<file path="src/rtl/cic_pkg.sv">
// Package: shared sizes and byte-role helpers for the configuration image checker.
// Assumes a power-of-two image where the address width fixes the byte count.
package cic_pkg;
    localparam int unsigned ADDR_W    = 6;
    localparam int unsigned DATA_W    = 8;
    localparam int unsigned SUM_W     = 16;
    localparam int unsigned IMG_BYTES = 1 << ADDR_W;

    // Locations of the stored station sum and the end of the station area.
    localparam logic [ADDR_W-1:0] STORED_LO = 6'h0C;
    localparam logic [ADDR_W-1:0] STORED_HI = 6'h0D;
    localparam logic [ADDR_W-1:0] AREA_LAST = 6'h0F;
    localparam logic [DATA_W-1:0] IMG_TARGET = 8'hFF;

    typedef enum logic [1:0] {
        ROLE_OTHER   = 2'd0,
        ROLE_STATION = 2'd1,
        ROLE_SUM_LO  = 2'd2,
        ROLE_SUM_HI  = 2'd3
    } byte_role_e;

    // Classify a location by the part it plays in the station-address check.
    function automatic byte_role_e role_of(input logic [ADDR_W-1:0] a);
        if (a == STORED_LO)      return ROLE_SUM_LO;
        else if (a == STORED_HI) return ROLE_SUM_HI;
        else if (a <= AREA_LAST) return ROLE_STATION;
        else                     return ROLE_OTHER;
    endfunction
endpackage

</file>
<file path="src/rtl/cic_station_sum.sv">
// Station-address check: adds the station bytes into a wide sum and captures
// the two stored-sum bytes. Assumes each location is presented once (see tracker).
module cic_station_sum #(
    parameter int unsigned ADDR_W = 6,
    parameter int unsigned DATA_W = 8,
    parameter int unsigned SUM_W  = 16
) (
    input  logic              clk,
    input  logic              rst_n,
    input  logic              start_i,
    input  logic              take_i,
    input  logic [ADDR_W-1:0] addr_i,
    input  logic [DATA_W-1:0] data_i,
    output logic              match_o
);
    import cic_pkg::*;

    logic [SUM_W-1:0]  acc_q;
    logic [DATA_W-1:0] lo_q, hi_q;
    byte_role_e        role;

    assign role = role_of(addr_i);

    // Accumulate station bytes, and capture the stored-sum halves.
    always_ff @(posedge clk) begin
        if (!rst_n || start_i) begin
            acc_q <= '0;
            lo_q  <= '0;
            hi_q  <= '0;
        end else if (take_i) begin
            unique case (role)
                ROLE_STATION: acc_q <= acc_q + SUM_W'(data_i);
                ROLE_SUM_LO:  lo_q  <= data_i;
                ROLE_SUM_HI:  hi_q  <= data_i;
                default:      ;
            endcase
        end
    end

    assign match_o = (acc_q == SUM_W'({hi_q, lo_q}));
endmodule

</file>
<file path="config.mk">
export PLATFORM = sky130hd
export DESIGN_NAME = cic_station_sum
export DESIGN_NICKNAME = d
export VERILOG_FILES = /design/src/rtl/cic_pkg.sv /design/src/rtl/cic_station_sum.sv
export SDC_FILE = /design/constraint.sdc
export NUM_CORES = 1
export LEC_CHECK = 0
export CAP_MARGIN = 20
export CORE_UTILIZATION = 65
export CTS_CLUSTER_SIZE = 14
export DETAILED_ROUTE_END_ITERATION = 6
export DONT_BUFFER_PORTS = 1
export PLACE_DENSITY = 0.81
export RECOVER_POWER = 50
export SLEW_MARGIN = 10
export SYNTH_ARGS = -nofsm -noshare
export SYNTH_HDL_FRONTEND = slang
export SYNTH_SLANG_ARGS = --single-unit
</file>
<file path="constraint.sdc">
create_clock -name clk -period 6.1 [get_ports clk]
set_input_delay 0.305 -clock clk [delete_from_list [all_inputs] [get_ports clk]]
set_output_delay 0.305 -clock clk [all_outputs]
set_load 0.05 [all_outputs]
</file>
==> impl_metrics.yaml, run 1 <==
status:
  status: "completed"
critical_path:
  path_depth: 7
  cp_data_required_time_ns: 6.31
  cp.arrival_ns: 2.38
  rrSetupSlack_ns: 3.92
  r2r-end: "acc_q[12]$_SDFFE_PP0P_"
  critPathBufInv: 0
  crit_path_start: "acc_q[0]$_SDFFE_PP0P_"
  crit_chain: "ha_1 -> fa_1 -> a211oi_1 -> nor3_1 -> o2111ai_1 -> xor2_1 -> nor2_1"
  crit_type: "register to register"
  r2r_cells: 7
  cpPeakStageDelay_ns: 0.43
  critical_path.endpoint: "acc_q[12]$_SDFFE_PP0P_"
  cp_top_family: "adder cells"
  crit_fanout: 3
  start_kind: "register"
  cp-end-kind: "register"
  r2r-start: "acc_q[0]$_SDFFE_PP0P_"
  crit_slowest_cell: "fa_1"
die:
  start_util_pct: 69.7
  core_sq_um: 2500
  boundaryPins: 19
  dieWidth_microns: 53.8
  fp.dieH_microns: 53.8
  dieArea_sq_um: 2890
  num_rows: 18
cells_and_area:
  layout_common_cells: "dfxtp_1, nor2_1, xnor2_1"
  final_util_pct: 73.8
  drive_above_1_share_pct: 4.50
  area_growth_pct: 5.89
  fin_cells: 230
  mostFrequentLayoutCell: "dfxtp_1"
  layout.nets: 226
  num_antenna_cells: 0
  fin_area_sq_um: 1850
run:
  maxCapViolCount: 0
clock_tree:
  root_buffer: "clkbuf_4"
  clk_latency_ns: 0.35
  cts_tree: "done"
  numCtsBuffers: 5
  cts_max_level: 2
  cts.sinks: 32
  cts-resized-gates: 0
  clk_pin_slew_ns: 0.11
  postCtsSetupRepairBufs: 0
  postCtsHoldBufs: 0
  clockBufferDepth: 2
grt:
  grt_usage_pct: 28.3
  grt.overflow.total: 0
  grt_pass1_vias: 1306
  antenna_found_initial: 0
  grt_max_degree: 31
  grt_pass1_wl_mm: 5.65
drt:
  num_vias: 1432
  drt_wl_total_mm: 3.69
  antenna_left: 0
  drt-pass1-iter-count: 4
  via_per_inst: 6.23
  drtIter0Drc: 39
  wire_per_inst_microns: 16.0
  drc_errors: 0
timing:
  final.setup_skew_ns: 0.0116
  period_share_pct: 35.7
  drv_slew: 0
  setup_viol: 0
  rsz0062_at_grt: "false"
  fin_crit_ns: 2.18
  relSlewSlack_pct: 26.3
  worst_pin_slew_ns: 1.10
  setup-tns-final_ns: 0
  hold_viol: 0
  clock.fmax_ghz: 0.459
synthesis:
  syn_avg_cell_area_sq_um: 8.85
  syn-instance-count: 197
  ys_ff_latch: 32
  yosys.area.top_type_share_pct: 36.8
  syn_nets: 224
  synth_seq_area_share_pct: 36.8
  synth_area_sq_um: 1740
  ys_types: 38
  ys_top_cells_by_area: "dfxtp_1, mux2i_1, xnor2_1"
  yosys.area.top_type: "dfxtp_1"
  ys.warnings.count: 0
placement:
  hpwl_mm: 2.68
  globalplace.congestion: 0.918
  numPlacedInstances: 222
  port_buffers: 0
  placed_area_sq_um: 1770
pwr:
  leakagePower_uw: 0.000686
  max-vdd-ir-drop_uv: 218
  p_per_area_nw_per_um2: 217
  power_uw: 401
worst_hold_path:
  hold_class: "primary input to register"
  whs_path_depth: 2
cell families after synthesis:
logic type / after synthesis / share of synthesized area, %
buffers and inverters: 8 / 1.87
AND/OR/NAND/NOR: 70 / 19.5
AO/OA/AOI/OAI: 39 / 14.3
XOR/XNOR: 23 / 11.6
flip-flops: 32 / 36.8
multiplexers: 16 / 9.19
adder cells (fa/ha/maj): 9 / 6.89
layout make-up:
class                           instances  area [sq um]
Timing Repair Buffer                    2          11.3
Inverter                                1          3.75
Tap cell                               30          37.5
Clock buffer                            6          41.3
Clock inverter                          2          35.0
Fill cell                             191           654
Multi-Input combinational cell        157          1080
Sequential cell                        32           641
worst reg2reg max path, delay by kind of cell (launching register included):
kind                       cells  cell delay, ns
adders and majority gates      2            0.65
and+or+nand+nor                2            0.20
AOI/OAI and AO/OA              2            0.65
xor gates and xnor gates       1            0.20
DFF                            1            0.35
where the power goes:
part	switching, uW	total [uW]	leakage (uW)	internal (uW)
Clock	74.8	161	0.0000422	85.9
Combinational	19.5	29.8	0.000386	10.4
Sequential	0.990	211	0.000258	210
cell usage after synthesis, drive strengths merged:
cell type / count
dfxtp: 32
nor2: 25
xnor2: 17
mux2i: 16
nand2: 16
a21oi: 11
o21ai: 10
ha: 8
nand4: 6
xor2: 6
clkbuf: 5
a211oi: 4
or3: 4
nand2b: 3
nand3: 3
o211ai: 3
a41oi: 2
buf: 2
nor3: 2
nor4: 2
o2111ai: 2
o21a: 2
a2111oi: 1
a211o: 1
a21o: 1
and2: 1
and3: 1
and3b: 1
and4: 1
fa: 1
inv: 1
nor2b: 1
nor3b: 1
o31ai: 1
o41ai: 1
or2: 1
or3b: 1
or4: 1
worst min path at each step:
stage | end | slack (ns) | startpoint
2_1_floorplan | hi_q[0]$_SDFFE_PP0P_ | 0.45 | data_i[0]
3_3_place_gp | hi_q[0]$_SDFFE_PP0P_ | 0.45 | data_i[0]
3_5_place_dp | hi_q[5]$_SDFFE_PP0P_ | 0.46 | data_i[5]
4_1_cts | hi_q[5]$_SDFFE_PP0P_ | 0.10 | data_i[5]
5_1_grt | lo_q[6]$_SDFFE_PP0P_ | 0.09 | data_i[6]
6_report | hi_q[0]$_SDFFE_PP0P_ | 0.10 | data_i[0]
stage by stage:
stage | hold WS [ns] | setup slack [ns]
floorplan | 0.449 | 3.64
global placement | 0.451 | 3.84
detailed placement | 0.460 | 3.79
CTS | 0.104 | 3.95
global route | 0.0884 | 3.77
finish | 0.102 | 3.92
registers in the layout, indices dropped and copies added (netlist names):
name and cells:
acc_q 16, hi_q 8, lo_q 8
routing by layer:
layer,global-route usage (%),share of wire [%]
met1,32.8,45
met2,46.7,48
met3,10.2,5.0
met4,11.8,1.8
met5,0,0
(Power assumes the default switching activity.)
==> run 2: changes to the inputs <==
ABC_AREA = 1   (was not set)
CORE_UTILIZATION = 57   (was 65)
PLACE_DENSITY = 0.75   (was 0.81)
clock period = 1.9 ns   (was 6.1 ns; I/O delays follow)
==> run 2 against run 1 <==
Critical path type unchanged. Utilization fell by 6.3 points. Clock power rose to 3.3 times the previous value. Synthesized area increased by 13%.
==> impl_metrics.yaml, run 2 <==
status:
  status: "completed"
timing:
  setup_viol: 0
  fin_crit_ns: 1.77
  period_share_pct: 93.0
  setup-tns-final_ns: 0
  rsz0062_at_grt: "false"
  relSlewSlack_pct: 45.4
  worst_pin_slew_ns: 0.813
  final.setup_skew_ns: 0.00963
  hold_viol: 0
  drv_slew: 0
  clock.fmax_ghz: 0.566
drt:
  drt_wl_total_mm: 4.89
  num_vias: 1906
  via_per_inst: 5.49
  drt-pass1-iter-count: 4
  antenna_left: 0
  wire_per_inst_microns: 14.1
  drtIter0Drc: 89
  drc_errors: 0
die:
  num_rows: 20
  boundaryPins: 19
  start_util_pct: 62.0
  dieArea_sq_um: 3700
  core_sq_um: 3180
  dieWidth_microns: 60.8
  fp.dieH_microns: 60.8
synthesis:
  yosysMostFrequentCell: "nand2_1"
  ys_types: 32
  ys_ff_latch: 32
  syn_nets: 316
  synth_area_sq_um: 1970
  ys.warnings.count: 0
  synth_seq_area_share_pct: 32.5
  yosys.area.top_type_share_pct: 32.5
  async_reset_ff_share_pct: 0
  ys_top_cells_by_area: "dfxtp_1, nand2_1, nor2_1"
  synth_edf_count: 0
  syn_avg_cell_area_sq_um: 6.82
  syn-instance-count: 289
  synth-main-ff-cell: "dfxtp_1"
  yosys.area.top_type: "dfxtp_1"
  synthTopCellsByCount: "nand2_1, nor2_1, dfxtp_1"
grt:
  grt_max_degree: 25
  antenna_found_initial: 0
  grt.overflow.total: 0
  grt_pass1_wl_mm: 7.84
  grt_pass1_vias: 1698
  grt_usage_pct: 30.4
cells_and_area:
  largest_register_ffs: 16
  num_antenna_cells: 0
  fin_cells: 347
  layout.nets: 329
  layout_common_cells: "nand2_1, nor2_1, dfxtp_1"
  reg_top3: "acc_q x16, hi_q x8, lo_q x8"
  area_growth_pct: 8.88
  mostFrequentLayoutCell: "nand2_1"
  drive_above_1_share_pct: 5.94
  regMostFlops: "acc_q"
critical_path:
  r2r_cells: 10
  r2r-start: "acc_q[0]$_SDFFE_PP0P_"
  start_kind: "register"
  cp.arrival_ns: 2.01
  rrSetupSlack_ns: 0.13
  crit_fanout: 3
  r2r-end: "acc_q[8]$_SDFFE_PP0P_"
  cp_data_required_time_ns: 2.14
  crit_type: "register to register"
  cp-end-kind: "register"
pwr:
  seq_power_share_pct: 50.0
  p_int_uw: 1000
  max-vdd-ir-drop_uv: 418
  leakagePower_uw: 0.000916
  power_uw: 1360
  p_per_area_nw_per_um2: 632
  combPwrFrac_pct: 10.7
  p_switching_uw: 356
  pwr-share-clk_pct: 39.2
  switching_share_pct: 26.2
placement:
  hpwl_mm: 3.50
  port_buffers: 0
  globalplace.congestion: 0.912
  numPlacedInstances: 330
worst_hold_path:
  worstHoldStart: "data_i[0]"
  whs_endpoint: "acc_q[0]$_SDFFE_PP0P_"
  whs_path_depth: 3
  hold_class: "primary input to register"
clock_tree:
  clockBufferDepth: 2
  cts_tree: "done"
  cts_max_level: 2
  root_buffer: "clkbuf_4"
  numCtsBuffers: 5
  clk_latency_ns: 0.33
  cts.sinks: 32
  clk_pin_slew_ns: 0.11
run:
  maxCapViolCount: 0
==> run 2: cell families after synthesis <==
kind of cell,Yosys count,share of synthesized area [%]
fa+ha+maj,9,6.09
xor+xnor,15,6.66
compound gates,41,11.2
buf+inv,37,7.68
simple gates,155,35.9
flops,32,32.5
==> run 2: worst max path at each step <==
stage                                  endpoint  slack [ns]                   from
final                     acc_q[8]$_SDFFE_PP0P_        0.13  acc_q[0]$_SDFFE_PP0P_
after global routing      acc_q[8]$_SDFFE_PP0P_        0.02  acc_q[0]$_SDFFE_PP0P_
after CTS                               match_o        0.06  acc_q[9]$_SDFFE_PP0P_
after detailed placement  acc_q[8]$_SDFFE_PP0P_        0.15  acc_q[0]$_SDFFE_PP0P_
after global placement    acc_q[8]$_SDFFE_PP0P_        0.24  acc_q[0]$_SDFFE_PP0P_
after floorplan           acc_q[8]$_SDFFE_PP0P_        0.31  acc_q[0]$_SDFFE_PP0P_
==> run 2: worst max-delay path, cell delays in order, from the launching register on <==
cell	delay [ns]
dfxtp_1	0.35
ha_1	0.23
fa_1	0.43
nand2_1	0.10
nand3_1	0.08
nand3_1	0.13
nand2_1	0.11
nand2_1	0.09
nand2_1	0.05
nand2_1	0.05
nor2_1	0.04
==> run 2: stage by stage <==
step	instance area, sq um	worst slack [ns]	hold WS [ns]	util, %
6_report	2150	0.132	0.0451	67.6
5_1_grt	2150	0.0198	0.0483	67.6
4_1_cts	2180	0.0648	0.00498	68.6
3_5_place_dp	2010	0.152	0.239	63.2
3_3_place_gp	2010	0.242	0.232	63.2
2_1_floorplan	1970	0.311	0.230	-
==> run 2: power groups by stage <==
stage,combinational (uW),sequential [uW],clock [uW]
6_report,145,679,533
5_1_grt,159,680,579
4_1_cts,147,679,539
3_5_place_dp,124,695,0
3_3_place_gp,124,694,0
2_1_floorplan,108,693,0
==> run 2: metal layers <==
layer  vias to the layer above  share of wire, %  track usage [%]  routed length, microns
met5                         -                 0                0                       0
met2                        66                45             47.6                    2210
met3                         8               7.6             7.25                     372
met1                       867                45             39.8                    2200
li1                        965                 -                -                       -
met4                         0               2.2             13.6                     109
==> run 2: area by class of cell <==
| class | count | area [sq um] |
|---|---|---|
| clock buffer | 5 | 37.5 |
| multi-input combinational | 220 | 1150 |
| clock inverter | 3 | 42.5 |
| sequential | 32 | 641 |
| fill | 301 | 1030 |
| timing repair buffer | 10 | 97.6 |
| inverter | 33 | 126 |
| tap | 44 | 55.1 |
==> run 2: what timing repair did <==
item	CTS	global route
setup endpoints to repair	0	1
gates resized for setup	0	1
setup buffers	0	0
hold endpoints to repair	16	0
hold buffers	9	0
==> run 3: changes to the inputs <==
CTS_CLUSTER_SIZE = 30   (was 14)
RECOVER_POWER = 100   (was 50)
==> run 3 against run 2 <==
Critical path type unchanged. Combinational power about the same. Largest cell class unchanged. Non-clock buffer count unchanged. Cell area down 0.47%. Critical path depth unchanged. Largest power group unchanged.
==> impl_metrics.yaml, run 3 (same netlist as run 2, synthesis figures left out) <==
pwr:
  max-vdd-ir-drop_uv: 415
  seq_power_share_pct: 49.9
  combPwrFrac_pct: 10.7
  leakagePower_uw: 0.000902
  p_int_uw: 1000
  switching_share_pct: 26.4
  p_per_area_nw_per_um2: 637
  power_uw: 1360
  pwr-share-clk_pct: 39.4
  p_switching_uw: 359
clock_tree:
  cts_tree: "done"
  clk_pin_slew_ns: 0.11
  clk_latency_ns: 0.34
  cts.sinks: 32
  clockBufferDepth: 2
  root_buffer: "clkbuf_4"
  numCtsBuffers: 5
  cts_max_level: 2
grt:
  grt_max_degree: 25
  antenna_found_initial: 0
  grt_usage_pct: 30.4
  grt.overflow.total: 0
  grt_pass1_wl_mm: 7.84
  grt_pass1_vias: 1698
timing:
  hold_viol: 0
  worst_pin_slew_ns: 0.806
  relSlewSlack_pct: 45.8
  drv_slew: 0
  period_share_pct: 92.7
  rsz0062_at_grt: "false"
  setup_viol: 0
  fin_crit_ns: 1.76
  setup-tns-final_ns: 0
  clock.fmax_ghz: 0.568
  final.setup_skew_ns: 0.00876
cells_and_area:
  mostFrequentLayoutCell: "nand2_1"
  regMostFlops: "acc_q"
  area_growth_pct: 8.38
  layout.nets: 329
  num_antenna_cells: 0
  reg_top3: "acc_q x16, hi_q x8, lo_q x8"
  largest_register_ffs: 16
  drive_above_1_share_pct: 5.28
  layout.area.seq_sq_um: 641
  multi_input_area_sq_um: 1140
  layout_common_cells: "nand2_1, nor2_1, dfxtp_1"
  fill_cells: 303
drt:
  drt_wl_total_mm: 4.89
  drt-pass1-iter-count: 4
  drtIter0Drc: 78
  via_per_inst: 5.45
  num_vias: 1890
  wire_per_inst_microns: 14.1
  drc_errors: 0
  antenna_left: 0
critical_path:
  crit_chain: "ha_1 -> fa_1 -> nand2_1 -> nand3_1 -> nand3_1 -> nand2_1 -> nand2_1 -> nand2_1 -> nand2_1 -> nor2_1"
  cp_data_required_time_ns: 2.15
  crit_slowest_cell: "fa_1"
  crit_fanout: 3
  crit_type: "register to register"
  cp-end-kind: "register"
  start_kind: "register"
  crit_path_frequent_cell: "nand2_1"
  cp.arrival_ns: 2.01
  cpPeakStageDelay_ns: 0.44
  critPathBufInv: 0
  cp_top_family: "adder cells"
run:
  maxCapViolCount: 0
placement:
  globalplace.congestion: 0.912
  hpwl_mm: 3.50
  port_buffers: 0
die:
  fp.dieH_microns: 60.8
  dieArea_sq_um: 3700
  start_util_pct: 62.0
  dieWidth_microns: 60.8
  core_sq_um: 3180
  num_rows: 20
  boundaryPins: 19
worst_hold_path:
  hold_class: "primary input to register"
status:
  status: "completed"
[run 3: power groups by stage]
stage	sequential [uW]	clock, uW	combinational (uW)
after floorplan	693	0	108
after global placement	694	0	124
after detailed placement	695	0	124
after CTS	679	539	147
after global routing	680	579	159
final	679	536	145
[run 3: repair_timing]
item	CTS	global route
endpoints found under the setup margin	0	1
resized for setup	0	1
hold buffers	9	0
buffers inserted	0	0
hold endpoints to repair	16	0
[run 3: per-stage QoR]
step	area [sq um]	util (%)	hold slack (ns)	instances	worst slack (ns)
floorplan	1970	-	0.230	289	0.311
global placement	2010	63.2	0.232	330	0.242
detailed placement	2010	63.2	0.239	330	0.152
CTS	2180	68.6	0.00498	347	0.0648
global route	2140	67.2	0.0483	347	0.0198
finish	2140	67.2	0.0422	347	0.139
[run 3: final cells by class]
cell class              instances  area share (%)
clock buffers                   5            1.76
clock inverters                 3            1.99
inverters                      33            5.91
multi-input cells             220            53.2
flip-flops and latches         32            30.0
well taps                      44            2.58
repair buffers                 10            4.57
[run 3: metal layers]
layer  GRT usage (%)  up-vias  part of all wire (%)
li1                -      967                     -
met1            39.8      842                    44
met2            47.6       71                    45
met3            7.25       10                   8.3
met4            13.6        0                   2.5
met5               0        -                     0
[run 3: worst reg2reg max path, stage by stage (launching register included)]
cell,delay [ns]
dfxtp_1,0.35
ha_1,0.23
fa_1,0.44
nand2_1,0.10
nand3_1,0.08
nand3_1,0.12
nand2_1,0.11
nand2_1,0.09
nand2_1,0.05
nand2_1,0.05
nor2_1,0.04
[run 3: final timing paths]
| path | cells past startpoint | start | to | slack [ns] |
|---|---|---|---|---|
| max | 10 | acc_q[0]$_SDFFE_PP0P_ | acc_q[8]$_SDFFE_PP0P_ | 0.14 |
| min | 3 | data_i[0] | acc_q[0]$_SDFFE_PP0P_ | 0.04 |
| max reg2reg | 10 | acc_q[0]$_SDFFE_PP0P_ | acc_q[8]$_SDFFE_PP0P_ | 0.14 |
| min reg2reg | 2 | hi_q[3]$_SDFFE_PP0P_ | hi_q[3]$_SDFFE_PP0P_ | 0.48 |
